File: config.mk
export PLATFORM = sky130hd
export DESIGN_NAME = serial_adc_seq
export DESIGN_NICKNAME = d
export VERILOG_FILES = /design/src/rtl/sadc_pkg.sv /design/src/rtl/sadc_edge.sv /design/src/rtl/sadc_seq.sv /design/src/rtl/sadc_out.sv /design/src/rtl/serial_adc_seq.sv
export SDC_FILE = /design/constraint.sdc
export NUM_CORES = 1
export LEC_CHECK = 0
export BUFFER_PORTS_ARGS = -buffer_cell sky130_fd_sc_hd__clkbuf_2
export CORE_MARGIN = 5
export CORE_UTILIZATION = 50
export DETAILED_ROUTE_END_ITERATION = 8
export GPL_TIMING_DRIVEN = 0
export PLACE_DENSITY = 0.75
export SYNTH_ARGS = -nofsm -noshare
export SYNTH_HDL_FRONTEND = slang
export SYNTH_SLANG_ARGS = --single-unit
File: constraint.sdc
create_clock -name clk -period 3 [get_ports clk]
set_input_delay 0.3 -clock clk [delete_from_list [all_inputs] [get_ports clk]]
set_output_delay 0.3 -clock clk [all_outputs]
set_load 0.1 [all_outputs]
File: src/rtl/sadc_pkg.sv
package sadc_pkg;

  // Frame phases, one per stretch of falling serial-clock edges.
  typedef enum logic [2:0] {
    PH_IDLE,   // chip-select high, or low without a fresh fall
    PH_WAIT1,  // frame armed, no falling edge yet
    PH_WAIT2,  // one falling edge seen (sampling window)
    PH_NULL,   // driving the low lead bit
    PH_MSB,    // word going out high bit first
    PH_LSB,    // word mirrored low bit first
    PH_ZERO,   // zero fill until chip-select rises
    PH_DONE    // line released, waiting for chip-select cycle
  } phase_e;

  function automatic logic phase_drives(input phase_e ph);
    return (ph == PH_NULL) || (ph == PH_MSB) || (ph == PH_LSB) || (ph == PH_ZERO);
  endfunction

  function automatic logic phase_carries_data(input phase_e ph);
    return (ph == PH_MSB) || (ph == PH_LSB);
  endfunction

endpackage

File: src/rtl/sadc_edge.sv
module sadc_edge #(
  parameter logic RST_LEVEL = 1'b0
) (
  input  logic clk,
  input  logic rst,
  input  logic sig,
  output logic fell
);

  logic sig_q;

  always_ff @(posedge clk) begin
    if (rst) sig_q <= RST_LEVEL;
    else     sig_q <= sig;
  end

  assign fell = sig_q & ~sig;

endmodule

File: src/rtl/sadc_seq.sv
module sadc_seq
  import sadc_pkg::*;
#(
  parameter int DATA_W = 12,
  localparam int IDX_W = (DATA_W > 1) ? $clog2(DATA_W) : 1
) (
  input  logic             clk,
  input  logic             rst,
  input  logic             cs_n,
  input  logic             start,
  input  logic             step,
  input  logic             zero_fill,
  output phase_e           phase_d,
  output logic [IDX_W-1:0] idx_d,
  output logic             cap
);

  localparam logic [IDX_W-1:0] TOP_IDX = IDX_W'(DATA_W - 1);

  phase_e           phase_q;
  logic [IDX_W-1:0] idx_q;
  logic             fill_q;
  logic             fill_d;

  always_comb begin
    phase_d = phase_q;
    idx_d   = idx_q;
    fill_d  = fill_q;
    cap     = 1'b0;
    if (cs_n) begin
      phase_d = PH_IDLE;
    end else if (start) begin
      phase_d = PH_WAIT1;
      fill_d  = zero_fill;
    end else if (step) begin
      unique case (phase_q)
        PH_WAIT1: phase_d = PH_WAIT2;
        PH_WAIT2: begin
          phase_d = PH_NULL;
          cap     = 1'b1;
        end
        PH_NULL: begin
          phase_d = PH_MSB;
          idx_d   = TOP_IDX;
        end
        PH_MSB: begin
          if (idx_q == '0) begin
            if (fill_q) begin
              phase_d = PH_ZERO;
            end else begin
              phase_d = PH_LSB;
              idx_d   = IDX_W'(1);
            end
          end else begin
            idx_d = idx_q - IDX_W'(1);
          end
        end
        PH_LSB: begin
          if (idx_q == TOP_IDX) phase_d = PH_DONE;
          else                  idx_d   = idx_q + IDX_W'(1);
        end
        default: phase_d = phase_q;
      endcase
    end
  end

  always_ff @(posedge clk) begin
    if (rst) begin
      phase_q <= PH_IDLE;
      idx_q   <= '0;
      fill_q  <= 1'b0;
    end else begin
      phase_q <= phase_d;
      idx_q   <= idx_d;
      fill_q  <= fill_d;
    end
  end


  done_hold_chk: assert property (@(posedge clk) disable iff (rst)
    (phase_q == PH_DONE && !cs_n) |=> (phase_q == PH_DONE));


  zero_hold_chk: assert property (@(posedge clk) disable iff (rst)
    (phase_q == PH_ZERO && !cs_n) |=> (phase_q == PH_ZERO));


  wait_release_chk: assert property (@(posedge clk) disable iff (rst)
    (phase_q == PH_WAIT1 && step && !cs_n) |=> (phase_q == PH_WAIT2));

endmodule

File: src/rtl/sadc_out.sv
module sadc_out
  import sadc_pkg::*;
#(
  parameter int DATA_W = 12,
  localparam int IDX_W = (DATA_W > 1) ? $clog2(DATA_W) : 1
) (
  input  logic              clk,
  input  logic              rst,
  input  logic              cap,
  input  logic [DATA_W-1:0] sample,
  input  phase_e            phase_d,
  input  logic [IDX_W-1:0]  idx_d,
  output logic              sdo,
  output logic              sdo_oe
);

  logic [DATA_W-1:0] word_q;
  logic [DATA_W-1:0] word_nx;
  logic              sdo_nx;
  logic              oe_nx;

  always_comb begin
    word_nx = cap ? sample : word_q;
    oe_nx   = phase_drives(phase_d);
    sdo_nx  = phase_carries_data(phase_d) ? word_nx[idx_d] : 1'b0;
  end

  always_ff @(posedge clk) begin
    if (rst) begin
      word_q <= '0;
      sdo    <= 1'b0;
      sdo_oe <= 1'b0;
    end else begin
      word_q <= word_nx;
      sdo    <= sdo_nx;
      sdo_oe <= oe_nx;
    end
  end


  null_lead_chk: assert property (@(posedge clk) disable iff (rst)
    $rose(sdo_oe) |-> !sdo);


  quiet_line_chk: assert property (@(posedge clk) disable iff (rst)
    !sdo_oe |-> !sdo);

endmodule

File: src/rtl/serial_adc_seq.sv
module serial_adc_seq
  import sadc_pkg::*;
#(
  parameter int DATA_W = 12
) (
  input  logic              clk,
  input  logic              rst,
  input  logic              cs_n,
  input  logic              sclk,
  input  logic [DATA_W-1:0] sample,
  input  logic              zero_fill,
  output logic              sdo,
  output logic              sdo_oe
);

  localparam int IDX_W = (DATA_W > 1) ? $clog2(DATA_W) : 1;

  logic             sclk_fall;
  logic             cs_start;
  logic             cap;
  phase_e           phase_d;
  logic [IDX_W-1:0] idx_d;

  sadc_edge #(.RST_LEVEL(1'b0)) u_sclk_edge (
    .clk (clk),
    .rst (rst),
    .sig (sclk),
    .fell(sclk_fall)
  );

  // Reset level 0 so a chip-select held low from reset is not a fall.
  sadc_edge #(.RST_LEVEL(1'b0)) u_cs_edge (
    .clk (clk),
    .rst (rst),
    .sig (cs_n),
    .fell(cs_start)
  );

  sadc_seq #(.DATA_W(DATA_W)) u_seq (
    .clk      (clk),
    .rst      (rst),
    .cs_n     (cs_n),
    .start    (cs_start),
    .step     (sclk_fall),
    .zero_fill(zero_fill),
    .phase_d  (phase_d),
    .idx_d    (idx_d),
    .cap      (cap)
  );

  sadc_out #(.DATA_W(DATA_W)) u_out (
    .clk    (clk),
    .rst    (rst),
    .cap    (cap),
    .sample (sample),
    .phase_d(phase_d),
    .idx_d  (idx_d),
    .sdo    (sdo),
    .sdo_oe (sdo_oe)
  );


  cs_release_chk: assert property (@(posedge clk) disable iff (rst)
    cs_n |=> !sdo_oe);


  edge_only_chk: assert property (@(posedge clk) disable iff (rst)
    (!sclk_fall && !cs_n && !cs_start) |=> ($stable(sdo) && $stable(sdo_oe)));


  enable_on_fall_chk: assert property (@(posedge clk) disable iff (rst)
    $rose(sdo_oe) |-> $past(sclk_fall));


  release_on_fall_chk: assert property (@(posedge clk) disable iff (rst)
    ($fell(sdo_oe) && !$past(cs_n)) |-> $past(sclk_fall));

endmodule

==> flow_metrics.env, run 1 <==
export IMPL_worst_hold_path_type="input port to flip-flop"
export IMPL_final_cell_mix="nand2_1 (28), dfxtp_1 (24), nor2_1 (21), clkbuf_2 (18), a21oi_1 (15)"
export IMPL_outcome="finished clean"
export IMPL_gr_usage_all_layers_pct=17.3
export IMPL_cts_tree="yes"
export IMPL_yosysSeqAreaShare_pct=36.1
export IMPL_overflow=0
export IMPL_clockBufferDepth=2
export IMPL_firstDrtPassIters=4
export IMPL_r2r_end="u_out.sdo$_SDFF_PP0_"
export IMPL_yosys_register_bits=24
export IMPL_die_x_um=61.6
export IMPL_yosys_top_cells_area="dfxtp_1 (36%), nand2_1 (7.9%), nor2_1 (5.9%)"
export IMPL_grt_pass1_vias=1163
export IMPL_htreeDepth=1
export IMPL_initial_utilization_pct=52.8
export IMPL_coreArea_um2=2520
export IMPL_ff2ff_path_depth=9
export IMPL_hold_buffers=0
export IMPL_antenna_found_initial=0
export IMPL_drc=0
export IMPL_setup_tns_ns=0
export IMPL_crit_path_max_incr_delay_ns=0.50
export IMPL_drive_gt1_share_pct=16.5
export IMPL_post_cts_resized=0
export IMPL_post_dp_cell_area_um2=1460
export IMPL_synth_cell_types=40
export IMPL_leakage_nw=0.565
export IMPL_netlist_instances=166
export IMPL_crit_family="compound AO/OA/AOI/OAI gates"
export IMPL_cp_start_kind="flip-flop"
export IMPL_die_y_um=61.6
export IMPL_cp_depth=9
export IMPL_cp_data_required_time_ns=3.26
export IMPL_vias=1264
export IMPL_fin_crit_sh_pct=87.9
export IMPL_critical_path_peak_fanout=9
export IMPL_gp_congestion=0.873
export IMPL_viasPerCell=5.80
export IMPL_cts_setup_buffers=0
export IMPL_antenna_left=0
export IMPL_maxSlewHeadroom_pct=62.1
export IMPL_num_antenna_cells=0
export IMPL_synth_top_cell_by_area="dfxtp_1"
export IMPL_critPathCaptureType="flip-flop"
export IMPL_grt_setup_unrepaired="no"
export IMPL_cp_buffers_inverters=1
export IMPL_grt_max_degree=15
export IMPL_fin_area_um2=1510
export IMPL_yosysWarnings=0
export IMPL_synth_edff_count=0
export IMPL_core_rowCount=18
export IMPL_startpoint="u_seq.idx_q[0]$_SDFF_PP0_"
export IMPL_cts_root_buf="clkbuf_4"
export IMPL_area_growth_pct=13.5
export IMPL_powerDensity_nw_per_um2=392
export IMPL_synth_avg_cell_area_um2=8.02
export IMPL_cap_violations=0
export IMPL_grt_pass1_wl_um=4950
export IMPL_syn_nets=185
export IMPL_wirelength_um=3060
export IMPL_nNetsFinal=208
export IMPL_power_w=0.000593
export IMPL_dp_hpwl_um=2300
export IMPL_syn_cell_area_um2=1330
export IMPL_clkTransAtPathRegs_ns=0.13
export IMPL_worstPathCellList="inv_1 > ha_1 > nor3b_1 > a22o_1 > a211o_1 > a22oi_1 > nor2_1 > mux4_2 > o22ai_1"
export IMPL_initialDrtViolationCount=45
export IMPL_async_reset_ff_share_pct=0
export IMPL_r2r_slack_ns=0.36
export IMPL_arrival_ns=2.89
export IMPL_wl_per_cell_um=14.0
export IMPL_io_pins=19
export IMPL_hold_path_startpoint="rst"
export IMPL_crit_slowest_cell="dfxtp_1"
export IMPL_portBuffers=18
export IMPL_final_common_cell="nand2_1"
export IMPL_endpoint="u_out.sdo$_SDFF_PP0_"
export IMPL_synth_top_area_share_pct=36.1
export IMPL_cts_buffers_inserted=3
export IMPL_cts_sinks=24
export IMPL_clock_latency_ns=0.32
export IMPL_worst_pin_slew_ns=0.567
export IMPL_rr_startpoint="u_seq.idx_q[0]$_SDFF_PP0_"
export IMPL_fmax_ghz=0.379
export IMPL_period_minus_slack_ns=2.64
export IMPL_slew_viol_final=0
export IMPL_die_area_um2=3790
export IMPL_synthFlopType="dfxtp_1"
export IMPL_fin_skew_ns=0.00869
export IMPL_ir_drop_mv=0.251
export IMPL_worstSetupPathType="flip-flop to flip-flop"
export IMPL_setup_violations=0
export IMPL_finalHoldViolations=0
[metrics by stage]
stage	util, %	setup WS (ns)	cells	hold slack [ns]
2_1_floorplan	-	0.721	166	0.372
3_3_place_gp	57.8	0.470	214	0.442
3_5_place_dp	57.8	0.425	214	0.448
4_1_cts	59.9	0.392	218	0.184
5_1_grt	59.9	0.160	218	0.176
6_report	59.9	0.364	218	0.189
[synthesized netlist by cell type (3+ instances only)]
cell      instances
a22oi_1           6
mux2i_1           3
nor2_1           21
a211oi_1          5
o21ai_0           6
nor3b_1           4
dfxtp_1          24
clkbuf_1          5
nand2b_1          3
nand3b_1          4
nand2_1          28
nor2b_1           8
a21oi_1          15
[layout make-up]
| class | count | area (µm²) |
|---|---|---|
| clock buffers | 3 | 22.5 |
| fillers | 238 | 1010 |
| repair buffers | 18 | 90.1 |
| clock inverters | 1 | 30.0 |
| plain buffers | 6 | 23.8 |
| inverters | 2 | 7.51 |
| multi-input cells | 134 | 820 |
| well taps | 30 | 37.5 |
| flip-flops and latches | 24 | 480 |
[power breakdown]
part	internal [W]	switching [W]	total (W)	leakage (nW)
Combinational	0.0000143	0.0000155	0.0000297	0.343
Sequential	0.000321	0.00000233	0.000324	0.194
Clock	0.000135	0.000104	0.000239	0.0279
[worst register-to-register path, delay by kind of cell (launching register included)]
| family | cells | cell delay (ns) |
|---|---|---|
| AOI/OAI and AO/OA | 4 | 0.95 |
| DFF | 1 | 0.50 |
| muxes | 1 | 0.46 |
| and+or+nand+nor | 2 | 0.29 |
| adders and majority gates | 1 | 0.27 |
| buffers and inverters | 1 | 0.11 |
[sequential cells by signal, summed over array words and instances (netlist names)]
signal,cells
u_cs_edge.sig_q,1
u_seq.phase_q,3
u_seq.fill_q,1
u_out.word_q,12
u_sclk_edge.sig_q,1
u_seq.idx_q,4
u_out.sdo,1
u_out.sdo_oe,1
[layer usage]
layer	GRT usage, %	vias up	wire, µm
met5	0	-	0
met4	4.55	0	23
met3	2.73	5	140
met2	29.7	32	1500
met1	22.5	593	1390
li1	-	634	-
[logic make-up (layout without fill, tap and decap cells)]
| family | Yosys count | count (layout) | share of synthesized area [%] |
|---|---|---|---|
| simple gates | 80 | 80 | 30.3 |
| fa+ha+maj | 2 | 2 | 1.88 |
| buf+inv | 8 | 30 | 2.35 |
| mux | 6 | 6 | 6.48 |
| flops | 24 | 24 | 36.1 |
| xor+xnor | 1 | 1 | 0.658 |
| compound gates | 45 | 45 | 22.3 |
[worst min-delay path by stage]
stage / end / slack (ns) / cells after the start
finish: u_sclk_edge.sig_q$_SDFF_PP0_ / 0.19 / 2
global route: u_out.word_q[11]$_SDFF_PP0_ / 0.18 / 3
CTS: u_out.word_q[11]$_SDFF_PP0_ / 0.18 / 3
detailed placement: u_out.word_q[11]$_SDFF_PP0_ / 0.45 / 2
global placement: u_out.word_q[10]$_SDFF_PP0_ / 0.44 / 2
floorplan: u_cs_edge.sig_q$_SDFF_PP0_ / 0.37 / 1
(Power assumes the default switching activity.)
==> run 2, diff against run 1 <==
--- a/config.mk
+++ b/config.mk
@@ -11,6 +11,7 @@
 export DETAILED_ROUTE_END_ITERATION = 8
 export GPL_TIMING_DRIVEN = 0
 export PLACE_DENSITY = 0.75
+export SETUP_SLACK_MARGIN = 0.5
 export SYNTH_ARGS = -nofsm -noshare
 export SYNTH_HDL_FRONTEND = slang
 export SYNTH_SLANG_ARGS = --single-unit
==> run 2 against run 1 <==
Clock skew grew 0.0034 ns; via count grew 0.32%; clock-buffer cell count is the same; global-route usage grew 0.17 points; critical path depth shrank 2; sequential power is essentially flat; non-clock buffer count grew 1; flip-flop and latch count is the same; core utilization grew 2.7 points; design area grew 4.5%.
==> flow_metrics.env, run 2 (synthesis results as in run 1) <==
export IMPL_drc=0
export IMPL_gr_usage_all_layers_pct=17.5
export IMPL_post_dp_cell_area_um2=1460
export IMPL_cts_sinks=24
export IMPL_die_area_um2=3790
export IMPL_gp_congestion=0.873
export IMPL_hold_path_startpoint="rst"
export IMPL_setup_tns_ns=0
export IMPL_initialDrtViolationCount=64
export IMPL_final_common_cell="nand2_1"
export IMPL_r2r_end="u_out.sdo$_SDFF_PP0_"
export IMPL_largest_register_ffs=12
export IMPL_wirelength_um=3180
export IMPL_worstPathCellList="or4b_4 > or2_4 > a211o_4 > a22oi_2 > nor2_1 > mux4_2 > o22ai_2"
export IMPL_hold_path_end="u_cs_edge.sig_q$_SDFF_PP0_"
export IMPL_clock_latency_ns=0.33
export IMPL_area_growth_pct=18.6
export IMPL_fin_crit_sh_pct=81.3
export IMPL_dp_hpwl_um=2300
export IMPL_final_util_pct=62.6
export IMPL_die_x_um=61.6
export IMPL_r2r_slack_ns=0.56
export IMPL_initial_utilization_pct=52.8
export IMPL_portBuffers=18
export IMPL_ff2ff_path_depth=7
export IMPL_grt_max_degree=15
export IMPL_wl_per_cell_um=14.5
export IMPL_outcome="finished clean"
export IMPL_crit_slowest_cell="or4b_4"
export IMPL_grt_pass1_vias=1172
export IMPL_grt_pass1_wl_um=4990
export IMPL_finalHoldViolations=0
export IMPL_seqPwrFrac_pct=54.1
export IMPL_leakage_nw=0.587
export IMPL_num_antenna_cells=0
export IMPL_hold_buffers=0
export IMPL_regMostFlops="u_out.word_q"
export IMPL_grt_setup_unrepaired="no"
export IMPL_slew_viol_final=0
export IMPL_coreArea_um2=2520
export IMPL_rr_startpoint="u_cs_edge.sig_q$_SDFF_PP0_"
export IMPL_p_sw_share_pct=21.3
export IMPL_drive_gt1_share_pct=24.3
export IMPL_cts_root_buf="clkbuf_4"
export IMPL_cp_start_kind="flip-flop"
export IMPL_firstDrtPassIters=4
export IMPL_power_switching_w=0.000127
export IMPL_cts_buffers_inserted=3
export IMPL_powerDensity_nw_per_um2=378
export IMPL_antenna_found_initial=0
export IMPL_arrival_ns=2.70
export IMPL_io_pins=19
export IMPL_fin_area_um2=1580
export IMPL_p_int_w=0.000470
export IMPL_clkPwrFrac_pct=40.8
export IMPL_comb_power_share_pct=5.1
export IMPL_critPathCaptureType="flip-flop"
export IMPL_cp_data_required_time_ns=3.26
export IMPL_htreeDepth=1
export IMPL_antenna_left=0
export IMPL_fin_skew_ns=0.0121
export IMPL_maxSlewHeadroom_pct=64.1
export IMPL_fmax_ghz=0.410
export IMPL_clkTransAtPathRegs_ns=0.14
export IMPL_ir_drop_mv=0.275
export IMPL_worst_hold_path_type="input port to flip-flop"
export IMPL_grt_use_met2_pct=30.2
export IMPL_fillCellCount=230
export IMPL_min_path_cells=2
export IMPL_vias=1268
export IMPL_overflow=0
export IMPL_period_minus_slack_ns=2.44
export IMPL_viasPerCell=5.79
export IMPL_cap_violations=0
export IMPL_critical_path_peak_fanout=5
export IMPL_setup_violations=0
export IMPL_worst_pin_slew_ns=0.540
export IMPL_crit_path_max_incr_delay_ns=0.53
export IMPL_worstSetupPathType="flip-flop to flip-flop"
export IMPL_globalRouteMet1Util_pct=22.6
export IMPL_top_usage_layer="met2"
export IMPL_die_y_um=61.6
export IMPL_clockBufferDepth=2
export IMPL_core_rowCount=18
export IMPL_final_cell_mix="nand2_1 (28), nor2_1 (21), dfxtp_1 (21), clkbuf_2 (20), a21oi_1 (14)"
export IMPL_top_regs="u_out.word_q (12), u_seq.idx_q (4), u_seq.phase_q (3)"
export IMPL_cts_tree="yes"
export IMPL_grt_util_met3_pct=2.73
export IMPL_hold_slack_ns=0.182
export IMPL_nNetsFinal=209
==> run 2: cell count changes in the layout (fill, tap and decap cells not counted), sizes merged <==
| cell | delta |
|---|---|
| clkbuf | +1 |
==> run 2: how the worst max path moves through the flow <==
stage | start | end | slack, ns
3_5_place_dp | u_seq.idx_q[0]$_SDFF_PP0_ | u_out.sdo$_SDFF_PP0_ | 0.43
6_report | u_cs_edge.sig_q$_SDFF_PP0_ | u_out.sdo$_SDFF_PP0_ | 0.56
3_3_place_gp | cs_n | u_out.sdo$_SDFF_PP0_ | 0.47
4_1_cts | u_seq.idx_q[0]$_SDFF_PP0_ | u_out.sdo$_SDFF_PP0_ | 0.50
5_1_grt | u_seq.idx_q[0]$_SDFF_PP0_ | u_out.sdo$_SDFF_PP0_ | 0.45
2_1_floorplan | u_seq.idx_q[0]$_SDFF_PP0_ | u_out.sdo$_SDFF_PP0_ | 0.72
==> run 2: timing repair <==
item | 4_1_cts | 5_1_grt
pin swaps | 0 | 1
resized for setup | 2 | 17
endpoints found under the setup margin | 1 | 1
setup buffers | 0 | 1
==> run 2: layer usage <==
| metal | vias up | share of wire [%] |
|---|---|---|
| met4 | 0 | 0.31 |
| met5 | - | 0 |
| li1 | 639 | - |
| met1 | 589 | 44 |
| met3 | 2 | 5.6 |
| met2 | 38 | 50 |
==> run 2: power groups by stage <==
stage	Clock (W)	Sequential, W	Combinational, W
floorplan	0	0.000330	0.0000132
global placement	0	0.000330	0.0000280
detailed placement	0	0.000330	0.0000297
CTS	0.000244	0.000324	0.0000297
global route	0.000260	0.000323	0.0000330
finish	0.000244	0.000323	0.0000303
==> run 2: area by class of cell <==
type	count	area, µm²	area share, %
Sequential cell	24	487	30.8
Tap cell	30	37.5	2.38
Clock buffer	3	22.5	1.43
Inverter	2	7.51	0.475
Buffer	6	28.8	1.82
Clock inverter	1	30.0	1.90
Multi-Input combinational cell	134	868	55.0
Timing Repair Buffer	19	97.6	6.18
==> run 2: metrics by stage <==
step                setup WS, ns  total power (W)  cells
floorplan                  0.721         0.000343    166
global placement           0.470         0.000358    214
detailed placement         0.425         0.000360    214
CTS                        0.505         0.000598    218
global route               0.451         0.000616    219
finish                     0.562         0.000597    219
==> run 2: critical path: cells and delay by family, from the launching register on <==
kind | cells | cell delay, ns
AO/OA/AOI/OAI | 3 | 0.65
AND/OR/NAND/NOR | 3 | 0.89
flip-flops | 1 | 0.37
multiplexers | 1 | 0.48
==> run 3, diff against run 2 <==
--- a/config.mk
+++ b/config.mk
@@ -5,12 +5,13 @@
 export SDC_FILE = /design/constraint.sdc
 export NUM_CORES = 1
 export LEC_CHECK = 0
+export ABC_AREA = 1
 export BUFFER_PORTS_ARGS = -buffer_cell sky130_fd_sc_hd__clkbuf_2
 export CORE_MARGIN = 5
 export CORE_UTILIZATION = 50
 export DETAILED_ROUTE_END_ITERATION = 8
 export GPL_TIMING_DRIVEN = 0
-export PLACE_DENSITY = 0.75
+export PLACE_DENSITY = 0.78
 export SETUP_SLACK_MARGIN = 0.5
 export SYNTH_ARGS = -nofsm -noshare
 export SYNTH_HDL_FRONTEND = slang
==> constraint.sdc (replaced) <==
create_clock -name clk -period 2.05 [get_ports clk]
set_input_delay 0.205 -clock clk [delete_from_list [all_inputs] [get_ports clk]]
set_output_delay 0.205 -clock clk [all_outputs]
set_load 0.1 [all_outputs]
==> run 3 against run 2 <==
Global-route usage decreased by 1.0 points; largest power group unchanged; setup slack got worse by 0.16 ns; design area rose by 19%.
==> flow_metrics.env, run 3 <==
export IMPL_outcome="finished clean"
export IMPL_fmax_ghz=0.607
export IMPL_synth_common_cells="nand2_1 (38), nand3_1 (29), nor2_1 (27)"
export IMPL_dp_hpwl_um=2220
export IMPL_ir_drop_mv=0.480
export IMPL_grt_setup_unrepaired="yes"
export IMPL_clockBufferDepth=2
export IMPL_critPathCaptureType="flip-flop"
export IMPL_top_regs="u_out.word_q (12), u_seq.idx_q (4), u_seq.phase_q (3)"
export IMPL_gr_usage_all_layers_pct=16.5
export IMPL_grt_max_degree=14
export IMPL_antenna_left=0
export IMPL_die_area_um2=3880
export IMPL_startpoint="u_seq.idx_q[0]$_SDFF_PP0_"
export IMPL_final_cell_mix="nand2_1 (30), nand3_1 (26), nor2_1 (26), clkbuf_2 (18), buf_4 (18)"
export IMPL_met3_length_um=119
export IMPL_synth_top_cell_by_area="dfxtp_1"
export IMPL_syn_nets=221
export IMPL_gp_congestion=0.811
export IMPL_drive_gt1_share_pct=41.6
export IMPL_setup_tns_ns=0
export IMPL_final_common_cell="nand2_1"
export IMPL_regMostFlops="u_out.word_q"
export IMPL_worst_pin_slew_ns=0.541
export IMPL_endpoint="u_out.sdo$_SDFF_PP0_"
export IMPL_power_switching_w=0.000174
export IMPL_synthFlopType="dfxtp_1"
export IMPL_r2r_slack_ns=0.40
export IMPL_area_growth_pct=37.3
export IMPL_cts_root_buf="clkbuf_4"
export IMPL_p_int_w=0.000595
export IMPL_num_antenna_cells=0
export IMPL_critical_path_peak_fanout=5
export IMPL_powerDensity_nw_per_um2=410
export IMPL_core_rowCount=19
export IMPL_slew_viol_final=0
export IMPL_rr_startpoint="u_seq.idx_q[0]$_SDFF_PP0_"
export IMPL_yosysSeqAreaShare_pct=35.1
export IMPL_synth_top_area_share_pct=35.1
export IMPL_met2_length_um=1750
export IMPL_leakage_nw=0.885
export IMPL_hold_slack_ns=0.0790
export IMPL_synth_avg_cell_area_um2=6.77
export IMPL_ff2ff_path_depth=11
export IMPL_vias=1443
export IMPL_setup_violations=0
export IMPL_fin_skew_ns=0.0102
export IMPL_min_path_cells=3
export IMPL_worstPathCellList="buf_4 > ha_4 > nand3_4 > nand2_1 > nand3_1 > nand4_1 > nand2_2 > nand3_1 > nand3_1 > nand3_1 > a21oi_2"
export IMPL_initialDrtViolationCount=43
export IMPL_die_x_um=62.3
export IMPL_clkPwrFrac_pct=32.4
export IMPL_fin_crit_sh_pct=80.3
export IMPL_worstSetupPathType="flip-flop to flip-flop"
export IMPL_yosys_register_bits=24
export IMPL_firstDrtPassIters=4
export IMPL_cap_violations=0
export IMPL_p_sw_share_pct=22.7
export IMPL_finalHoldViolations=0
export IMPL_worst_hold_path_type="input port to flip-flop"
export IMPL_cp_data_required_time_ns=2.31
export IMPL_crit_path_max_incr_delay_ns=0.38
export IMPL_overflow=0
export IMPL_cts_buffers_inserted=3
export IMPL_grt_pass1_vias=1284
export IMPL_largest_register_ffs=12
export IMPL_grt_pass1_wl_um=5370
export IMPL_clkTransAtPathRegs_ns=0.13
export IMPL_r2r_end="u_out.sdo$_SDFF_PP0_"
export IMPL_netlist_instances=202
export IMPL_clock_latency_ns=0.32
export IMPL_yosys_top_cells_area="dfxtp_1 (35%), nand3_1 (11%), nand2_1 (10%)"
export IMPL_drc=0
export IMPL_maxSlewHeadroom_pct=64.1
export IMPL_yosysMostFrequentCell="nand2_1"
export IMPL_htreeDepth=1
export IMPL_die_y_um=62.3
export IMPL_antenna_found_initial=0
export IMPL_wl_per_cell_um=12.5
export IMPL_io_pins=19
export IMPL_cp_start_kind="flip-flop"
export IMPL_yosysWarnings=0
export IMPL_crit_slowest_cell="dfxtp_4"
export IMPL_hold_buffers=0
export IMPL_arrival_ns=1.91
export IMPL_routed_top_layer="met4"
export IMPL_wirelength_um=3440
export IMPL_synth_edff_count=0
export IMPL_cts_tree="yes"
export IMPL_cts_sinks=24
export IMPL_async_reset_ff_share_pct=0
export IMPL_coreArea_um2=2690
export IMPL_period_minus_slack_ns=1.65
export IMPL_nNetsFinal=263
export IMPL_synth_cell_types=27
export IMPL_wl_met1_um=1510
export IMPL_portBuffers=18
export IMPL_comb_power_share_pct=6.5
export IMPL_viasPerCell=5.27
export IMPL_syn_cell_area_um2=1370
export IMPL_critPathMostFrequentCell="nand3_1"
export IMPL_initial_utilization_pct=50.9
export IMPL_seqPwrFrac_pct=61.1
[run 3: cell types whose count changed after synthesis, sizes merged, moves of 4 or more]
cell,delta
a211oi,-6
a21oi,-11
a22oi,-6
inv,+23
nand2,+14
nand3,+31
nand3b,-4
nand4,+4
nor2,+10
nor2b,-8
nor3b,-4
o21ai,+12
[run 3: cells by family after synthesis]
group / count (synthesis) / synth area share [%]
and+or+nand+nor: 113 / 40.1
buffers and inverters: 31 / 9.06
AOI/OAI and AO/OA: 28 / 11.0
DFF: 24 / 35.1
muxes: 4 / 2.93
adders and majority gates: 2 / 1.83
[run 3: power groups by stage]
stage / Clock [W] / Combinational, W / Sequential, W
after floorplan: 0 / 0.0000197 / 0.000483
after global placement: 0 / 0.0000408 / 0.000483
after detailed placement: 0 / 0.0000412 / 0.000483
after CTS: 0.000256 / 0.0000475 / 0.000470
after global routing: 0.000286 / 0.0000544 / 0.000471
final: 0.000250 / 0.0000498 / 0.000470
[run 3: layer usage]
layer	vias to the layer above	global-route usage [%]
met5	-	0
met4	0	7.16
met3	7	2.16
met2	32	30.7
met1	652	18.4
li1	752	-
[run 3: worst max-delay path, delay by kind of cell, from the launching register on]
kind,cells,cell delay [ns]
compound gates,1,0.14
buf+inv,1,0.15
flops,1,0.38
fa+ha+maj,1,0.18
simple gates,8,0.74
[run 3: final cells by class]
type | count | area (µm²)
clock buffer | 4 | 36.3
multi-input combinational | 147 | 917
sequential | 24 | 498
fill | 219 | 808
buffer | 6 | 52.6
tap | 31 | 38.8
inverter | 25 | 98.8
timing repair buffer | 37 | 236
[run 3: repair_timing]
action                     CTS  global route
hold endpoints to repair     0             0
pin swaps                   17            12
resized for setup           45             9
buffers inserted             9            10
setup endpoints to repair    2             3
[run 3: stage by stage]
step | instances | instance area [µm²] | setup WS, ns | util [%] | power (W)
floorplan | 202 | 1380 | 0.538 | - | 0.000502
global placement | 251 | 1510 | 0.339 | 56.3 | 0.000524
detailed placement | 251 | 1510 | 0.345 | 56.3 | 0.000524
CTS | 264 | 1770 | 0.474 | 66.0 | 0.000773
global route | 274 | 1880 | 0.251 | 69.9 | 0.000811
finish | 274 | 1880 | 0.403 | 69.9 | 0.000769
[run 3: how the worst min path moves through the flow]
stage	startpoint	end
after CTS	sclk	u_sclk_edge.sig_q$_SDFF_PP0_
after global routing	sclk	u_sclk_edge.sig_q$_SDFF_PP0_
final	sclk	u_sclk_edge.sig_q$_SDFF_PP0_
after floorplan	rst	u_seq.fill_q$_SDFFE_PP0P_
after global placement	sclk	u_sclk_edge.sig_q$_SDFF_PP0_
after detailed placement	sclk	u_sclk_edge.sig_q$_SDFF_PP0_
